<file path="config.mk">
export PLATFORM = sky130hd
export DESIGN_NAME = field_unpacker
export DESIGN_NICKNAME = d
export VERILOG_FILES = /design/src/rtl/field_unpacker_pkg.sv /design/src/rtl/field_unpacker_buffer.sv /design/src/rtl/field_unpacker_ctrl.sv /design/src/rtl/field_unpacker.sv
export SDC_FILE = /design/constraint.sdc
export NUM_CORES = 1
export LEC_CHECK = 0
export CAP_MARGIN = 20
export CORE_ASPECT_RATIO = 1.25
export CORE_MARGIN = 2
export CORE_UTILIZATION = 50
export DETAILED_ROUTE_END_ITERATION = 7
export DONT_BUFFER_PORTS = 1
export GPL_ROUTABILITY_DRIVEN = 1
export HOLD_SLACK_MARGIN = 0.06
export SLEW_MARGIN = 40
export SYNTH_ARGS = -nofsm -noshare
export SYNTH_HDL_FRONTEND = slang
export SYNTH_SLANG_ARGS = --single-unit
export TNS_END_PERCENT = 1
</file>
<file path="constraint.sdc">
create_clock -name clk -period 3.8 [get_ports clk]
set_clock_uncertainty 0.2 [all_clocks]
set_input_delay 0.57 -clock clk [delete_from_list [all_inputs] [get_ports clk]]
set_output_delay 0.57 -clock clk [all_outputs]
set_load 0.05 [all_outputs]
</file>
<file path="src/rtl/field_unpacker_pkg.sv">
package field_unpacker_pkg;
    typedef enum logic [1:0] {
        ST_IDLE = 2'd0,
        ST_RUN  = 2'd1,
        ST_DONE = 2'd2
    } unpk_state_e;
endpackage

</file>
<file path="src/rtl/field_unpacker_buffer.sv">
module field_unpacker_buffer #(
    parameter int IN_W    = 32,
    parameter int FIELD_W = 27,
    parameter int RES_W   = $clog2(IN_W + FIELD_W)
) (
    input  logic               clk,
    input  logic               rst_n,
    input  logic               clear,
    input  logic               fetch,
    input  logic               emit,
    input  logic [IN_W-1:0]    in_data,
    output logic [FIELD_W-1:0] field,
    output logic [RES_W-1:0]   reserve,
    output logic               enough
);
    localparam logic [RES_W-1:0] IN_R    = RES_W'(IN_W);
    localparam logic [RES_W-1:0] FIELD_R = RES_W'(FIELD_W);

    logic [IN_W-1:0]   low_q, high_q;
    logic [RES_W-1:0]  res_q;
    logic [2*IN_W-1:0] joined;

    assign joined = {high_q, low_q} >> FIELD_W;

    always_ff @(posedge clk) begin
        if (!rst_n || clear) begin
            low_q  <= '0;
            high_q <= '0;
            res_q  <= '0;
        end else if (fetch) begin
            low_q  <= low_q | (in_data << res_q);
            high_q <= (res_q == '0) ? '0 : (in_data >> (IN_R - res_q));
            res_q  <= res_q + IN_R;
        end else if (emit) begin
            low_q  <= joined[IN_W-1:0];
            high_q <= high_q >> FIELD_W;
            res_q  <= res_q - FIELD_R;
        end
    end

    assign field   = low_q[FIELD_W-1:0];
    assign reserve = res_q;
    assign enough  = (res_q >= FIELD_R);
endmodule

</file>
<file path="src/rtl/field_unpacker_ctrl.sv">
module field_unpacker_ctrl
    import field_unpacker_pkg::*;
#(
    parameter int CNT_W = 16
) (
    input  logic             clk,
    input  logic             rst_n,
    input  logic             start,
    input  logic [CNT_W-1:0] count,
    input  logic             enough,
    input  logic             in_valid,
    input  logic             out_ready,
    output logic             in_ready,
    output logic             out_valid,
    output logic             clear,
    output logic             fetch,
    output logic             emit,
    output logic             done
);
    unpk_state_e      state_q;
    logic [CNT_W-1:0] left_q;

    // state register and remaining-field count
    always_ff @(posedge clk) begin
        if (!rst_n) begin
            state_q <= ST_IDLE;
            left_q  <= '0;
        end else begin
            unique case (state_q)
                ST_IDLE: if (start) begin
                    left_q  <= count;
                    state_q <= (count == '0) ? ST_DONE : ST_RUN;
                end
                ST_RUN: if (emit) begin
                    left_q <= left_q - 1'b1;
                    if (left_q == CNT_W'(1)) state_q <= ST_DONE;
                end
                ST_DONE: state_q <= ST_IDLE;
                default: state_q <= ST_IDLE;
            endcase
        end
    end

    // outputs
    always_comb begin
        in_ready  = 1'b0;
        out_valid = 1'b0;
        clear     = 1'b0;
        done      = 1'b0;
        unique case (state_q)
            ST_IDLE: clear = start;
            ST_RUN: begin
                in_ready  = !enough;
                out_valid = enough;
            end
            ST_DONE: done = 1'b1;
            default: ;
        endcase
        fetch = in_ready && in_valid;
        emit  = out_valid && out_ready;
    end
endmodule

</file>
<file path="src/rtl/field_unpacker.sv">
module field_unpacker #(
    parameter int IN_W    = 32,
    parameter int FIELD_W = 27,
    parameter int CNT_W   = 16
) (
    input  logic             clk,
    input  logic             rst_n,
    input  logic             start,
    input  logic [CNT_W-1:0] count,
    input  logic             in_valid,
    output logic             in_ready,
    input  logic [IN_W-1:0]  in_data,
    output logic             out_valid,
    input  logic             out_ready,
    output logic [IN_W-1:0]  out_data,
    output logic             done
);
    localparam int RES_W = $clog2(IN_W + FIELD_W);

    logic               clear_w, fetch_w, emit_w, enough_w;
    logic [FIELD_W-1:0] field_w;
    logic [RES_W-1:0]   reserve_w;

    field_unpacker_ctrl #(.CNT_W(CNT_W)) u_ctrl (
        .clk       (clk),
        .rst_n     (rst_n),
        .start     (start),
        .count     (count),
        .enough    (enough_w),
        .in_valid  (in_valid),
        .out_ready (out_ready),
        .in_ready  (in_ready),
        .out_valid (out_valid),
        .clear     (clear_w),
        .fetch     (fetch_w),
        .emit      (emit_w),
        .done      (done)
    );

    field_unpacker_buffer #(.IN_W(IN_W), .FIELD_W(FIELD_W), .RES_W(RES_W)) u_buf (
        .clk     (clk),
        .rst_n   (rst_n),
        .clear   (clear_w),
        .fetch   (fetch_w),
        .emit    (emit_w),
        .in_data (in_data),
        .field   (field_w),
        .reserve (reserve_w),
        .enough  (enough_w)
    );

    assign out_data = {{(IN_W-FIELD_W){1'b0}}, field_w};
endmodule

</file>
======== After elaboration in Yosys (flattened, before gate mapping) ========
Index checks and enable logic that the tools add are counted.
storage, ports and cells
  register bits ........................... 88
  bits of input ports ..................... 53
  output and inout bits ................... 35
  word-level logic and storage cells ...... 50
operators by class
  $add $sub $neg .......................... 4
  order comparisons ....................... 1
  equal/unequal tests ..................... 6
  shift operators ......................... 2
  muxes and demuxes ....................... 19
  bitwise logic cells ..................... 1
  reductions and logical operators ........ 12
operators with widths
  cell                                                               count
  2-to-1 mux 32 bit                                                  5
  2-to-1 mux 16 bit                                                  2
  bitwise OR 32 bit                                                  1
  one-hot mux 16 bit (2 select lines)                                1
  left shift 32 x 6 -> 32 bit                                        1
  right shift 32 x 6 -> 32 bit                                       1
  == test 16 x 1 -> 1 bit, second input constant                     1
  logical NOT 16 bit                                                 1
  subtractor 16 x 1 -> 16 bit, second input constant                 1
  2-to-1 mux 6 bit                                                   2
  2-to-1 mux 2 bit                                                   4
  adder 6 bit, second input constant                                 1
  greater-or-equal comparator 6 x 5 -> 1 bit, second input constant  1
  logical NOT 6 bit                                                  1
  AND reduction 3 bit                                                2
  subtractor 6 x 5 -> 6 bit, second input constant                   1
  subtractor 6 bit, first input constant                             1
  2-to-1 mux 1 bit                                                   4
  != test 2 bit, second input constant                               2
  one-hot mux 2 bit (2 select lines)                                 1
  nonzero test 2 bit                                                 2
  == test 2 x 1 -> 1 bit, second input constant                      1
  == test 2 bit, second input constant                               1
  logical AND 1 bit                                                  2
  other kinds (4)                                                    5

======== Longest topological paths before layout ========
  word-level depth ........................ 5
  gate-level depth with buffers ........... 15
  depth with buffers taken out ............ 8

======== Cells and area by module ========
From an unflattened synthesis, not the netlist that was laid out.
second synthesis, totals
  cells, all modules ...................... 882
  area total of the unflattened synthesis .. 7,493.4 um^2
modules (own cells, without submodules)
  module                 instances  cells each  area an instance (um^2)  seq. area each (um^2)
  field_unpacker_buffer  1          716         6,256.0                  1,401.3
  field_unpacker_ctrl    1          160         1,196.1                  360.3
  field_unpacker         1          6           41.3                     0.0

======== Least setup slack after synthesis ========
No wires, ideal clock.
  kind .................................... reg-to-reg
  from .................................... reg u_buf.res_q[1] (netlist: u_buf.reserve[1])
  to ...................................... reg u_buf.high_q[4]
  library setup time ...................... 137 ps
  data arrival time ....................... 2,915 ps
  data required time ...................... 3,463 ps
  path slack .............................. 548 ps
  stages on the path, launching flop included .. 13
  path buffers ............................ 5
  period minus slack after synthesis ...... 3,252 ps
  path through ............................ dfxtp_1 buf_4 buf_4 buf_2 inv_2 ha_1 buf_2 buf_2 mux4_2 mux4_2 mux2_2 nand2_1 a31oi_1
on the way
  longest elaborated chain between the ends .. 5
  elaborated cells on any way between the ends .. 12
  classes of those cells .................. add/sub: 1; order compare: 1; shift: 1; mux: 4; reduce/logical: 5
ends and longest elaborated chain
  element                                                                   RTL line                     RTL
  start, declared                                                           field_unpacker_buffer.sv:20  logic [RES_W-1:0] res_q;
  start signal, assigned                                                    field_unpacker_buffer.sv:33  res_q <= res_q + IN_R;
  start signal, assigned                                                    field_unpacker_buffer.sv:37  res_q <= res_q - FIELD_R;
  parallel branches: the longest is 5 deep, another holds subtractor 6 bit  -
  end signal, assigned                                                      field_unpacker_buffer.sv:32  high_q <= (res_q == '0) ? '0 : (in_data >> (IN_R - res_q));
  end signal, assigned                                                      field_unpacker_buffer.sv:36  high_q <= high_q >> FIELD_W;
  end, declared                                                             field_unpacker_buffer.sv:19  logic [IN_W-1:0] low_q, high_q;
Several ways; the timed one is not identified.
A chain may end at the register's enable or synchronous reset.

======== Final worst setup path ========
  from .................................... reg u_buf.res_q[0] (netlist: u_buf.reserve[0])
  to ...................................... reg u_buf.high_q[2]
The elaborated chain is that of the path after synthesis.

==> results_dict.tcl <==
set metrics [dict create \
    hold_viol 0 \
    ys_warn_count 0 \
    drt_pre_antenna_iters 5 \
    clk_pin_slew_ps 80 \
    via_per_inst 6.81 \
    drv_slew 0 \
    cts.hold.buffers_added 0 \
    path_class "flop to flop" \
    port_buffers 0 \
    grt_start_max_net_pins 66 \
    hold_class "input pin to flop" \
    rr_worst_depth 7 \
    setup_tns_ps 0 \
    power.density_nw_per_um2 309 \
    cts_tree "done" \
    fmax_ghz 0.335 \
    synth-seq-cells 88 \
    drv_cap 0 \
    antenna_cells 0 \
    utilization 0.521 \
    yosysTopAreaCell "dfxtp_1" \
    rows 50 \
    p_leak_nw 2.64 \
    drive_gt1_frac 0.173 \
    slew-limit-headroom 0.524 \
    h-tree-depth 3 \
    grt.total_usage 0.313 \
    yosys.cell_types.count 83 \
    cp.arrival_ps 3010 \
    drt_iter0_drc 829 \
    postCtsResizedCells 0 \
    dieArea_sq_um 16500 \
    place.gp.congestion 0.980 \
    share_comb_of_total_power 0.199 \
    worstMarginPinSlew_ps 695 \
    synthTopCellsByArea "dfxtp_1 23%, mux4_2 18%, nor2_1 5.1%" \
    peakVddDrop_v 0.000189 \
    postRouteAntennaNets 0 \
    crit_path_max_fanout 65 \
    core_sq_um 15100 \
    cts_buffers 9 \
    io_pins 88 \
    synth_area_sq_um 7730 \
    start_kind "flop" \
    antenna_found_initial 0 \
    netlist_instances 909 \
    stdcell_count 1044 \
    placedCellCount 1028 \
    dp_hpwl_mm 19.6 \
    required_ps 3820 \
    power.internal_mw 1.66 \
    worstSkewPairLatency_ps 350 \
    async_flop_share 0 \
    cts-root-buf "clkbuf_16" \
    syn_avg_cell_area_sq_um 8.51 \
    endpoint_kind "flop" \
    critPathMaxStageDelay_ps 600 \
    slowest_stage "or2_1" \
    routed_wl_mm 25.5 \
    nets 888 \
    swShare 0.315 \
    setup_viol 0 \
    rsz0062_at_grt "no" \
    grt_pass1_wl_mm 39.4 \
    whs_ps 144 \
    crit_chain "buf_12, o31a_1, or2_1, buf_4, mux4_2, nand3_1, o221ai_1" \
    cts.path.max_buffers 2 \
    cts_setup_buffers 0 \
    p_switching_uw 765 \
    holdPathStages 1 \
    synth_ff_type "dfxtp_1" \
    pwr-share-seq 0.421 \
    num_vias 7110 \
    netlist.area_leader.share 0.228 \
    die_w_microns 115 \
    ys_seq_area_frac 0.228 \
    power_frac_clock 0.380 \
    numClockSinks 88 \
    post-route-period-util 0.786 \
    synth-edff-count 0 \
    grt-ovfl-total 0 \
    final.min_clock_period_ps 2990 \
    die_h_microns 143 \
    status "complete, no violations" \
    drc 0 \
    grt_pass1_vias 6671 \
    initial_utilization 0.513 \
    drt-wirelength-per-cell_microns 24.4 \
    syn2layout_area_growth_pct 1.52 \
]
-- worst max-delay path: cells and delay by family (launching register included) --
| kind | cells | cell delay (ps) |
|---|---|---|
| mux | 1 | 380 |
| simple gates | 2 | 720 |
| flops | 1 | 410 |
| compound gates | 2 | 410 |
| buf+inv | 2 | 700 |
-- layout make-up --
class                           count  area, sq um
Clock buffer                        9          225
Sequential cell                    88         1770
Fill cell                        1442         7230
Inverter                           13         48.8
Clock inverter                      7         77.6
Timing Repair Buffer               24          193
Multi-Input combinational cell    695         5280
Tap cell                          208          260
-- registers in the layout, indices dropped and copies added (netlist names) --
register	cells
u_ctrl.state_q	2
u_buf.high_q	32
u_buf.reserve	6
u_ctrl.left_q	16
u_buf.low_q	32
-- cell families (layout without fill, tap and decap cells) --
group | after synthesis | after routing | synth area share
xor gates and xnor gates | 7 | 7 | 0.00987
AOI/OAI and AO/OA | 253 | 253 | 0.213
and+or+nand+nor | 298 | 298 | 0.176
other | 1 | 5 | 0.000485
adders and majority gates | 4 | 4 | 0.00647
muxes | 128 | 128 | 0.271
DFF | 88 | 88 | 0.228
buffers and inverters | 130 | 53 | 0.0953
-- through the flow --
stage	worst slack, ps	total power, mW	area, sq um
detailed placement	860	1.51	7540
global route	692	2.53	7850
CTS	845	2.42	7840
floorplan	548	1.42	7750
finish	812	2.43	7850
global placement	868	1.51	7530
-- routing by layer --
metal,wire [microns],part of all wire,vias up,global-route usage
li1,-,-,3224,-
met1,9900,0.39,3419,0.396
met2,12200,0.48,411,0.515
met3,2300,0.090,56,0.0649
met4,1070,0.042,0,0.138
met5,0,0,-,0
-- layout by cell type (no fill, tap or decap), types with 8 or more instances in the layout --
cell,netlist,layout
a21oi_1,63,63
a22oi_1,29,29
a31oi_1,18,18
and2_1,12,12
buf_4,42,23
clkbuf_16,0,9
dfxtp_1,88,84
inv_1,10,10
mux2_1,9,9
mux2_2,20,20
mux2i_1,37,37
mux4_2,61,61
nand2_1,93,93
nand3_1,22,22
nor2_1,106,106
nor3_1,18,18
nor4_1,8,8
o211ai_1,15,15
o21ai_0,35,35
o21ai_1,25,25
o22ai_1,9,9
-- final timing paths --
check / start / endpoint / slack, ps
hold / removal: rst_n / u_ctrl.left_q[6] / 140
setup / recovery: u_buf.reserve[0] / u_buf.high_q[2] / 810
hold reg to reg: u_buf.high_q[25] / u_buf.high_q[25] / 270
setup reg to reg: u_buf.reserve[0] / u_buf.high_q[2] / 810
-- synth_stat cells, drive strengths merged (22+ instances only) --
cell type and instances:
buf 76, nand3 22, nand2 93, a21oi 64
dfxtp 88, a22oi 29, nor2 106, o21ai 60
mux2i 37, mux4 62, clkbuf 41, mux2 29
-- power by group through the flow --
stage	Clock, mW	Sequential (mW)	Combinational, mW
floorplan	0	0.996	0.425
global route	0.976	1.03	0.525
global placement	0	1.04	0.466
CTS	0.925	1.02	0.474
finish	0.923	1.02	0.482
detailed placement	0	1.04	0.472
Power figures use the tool's default switching activity.
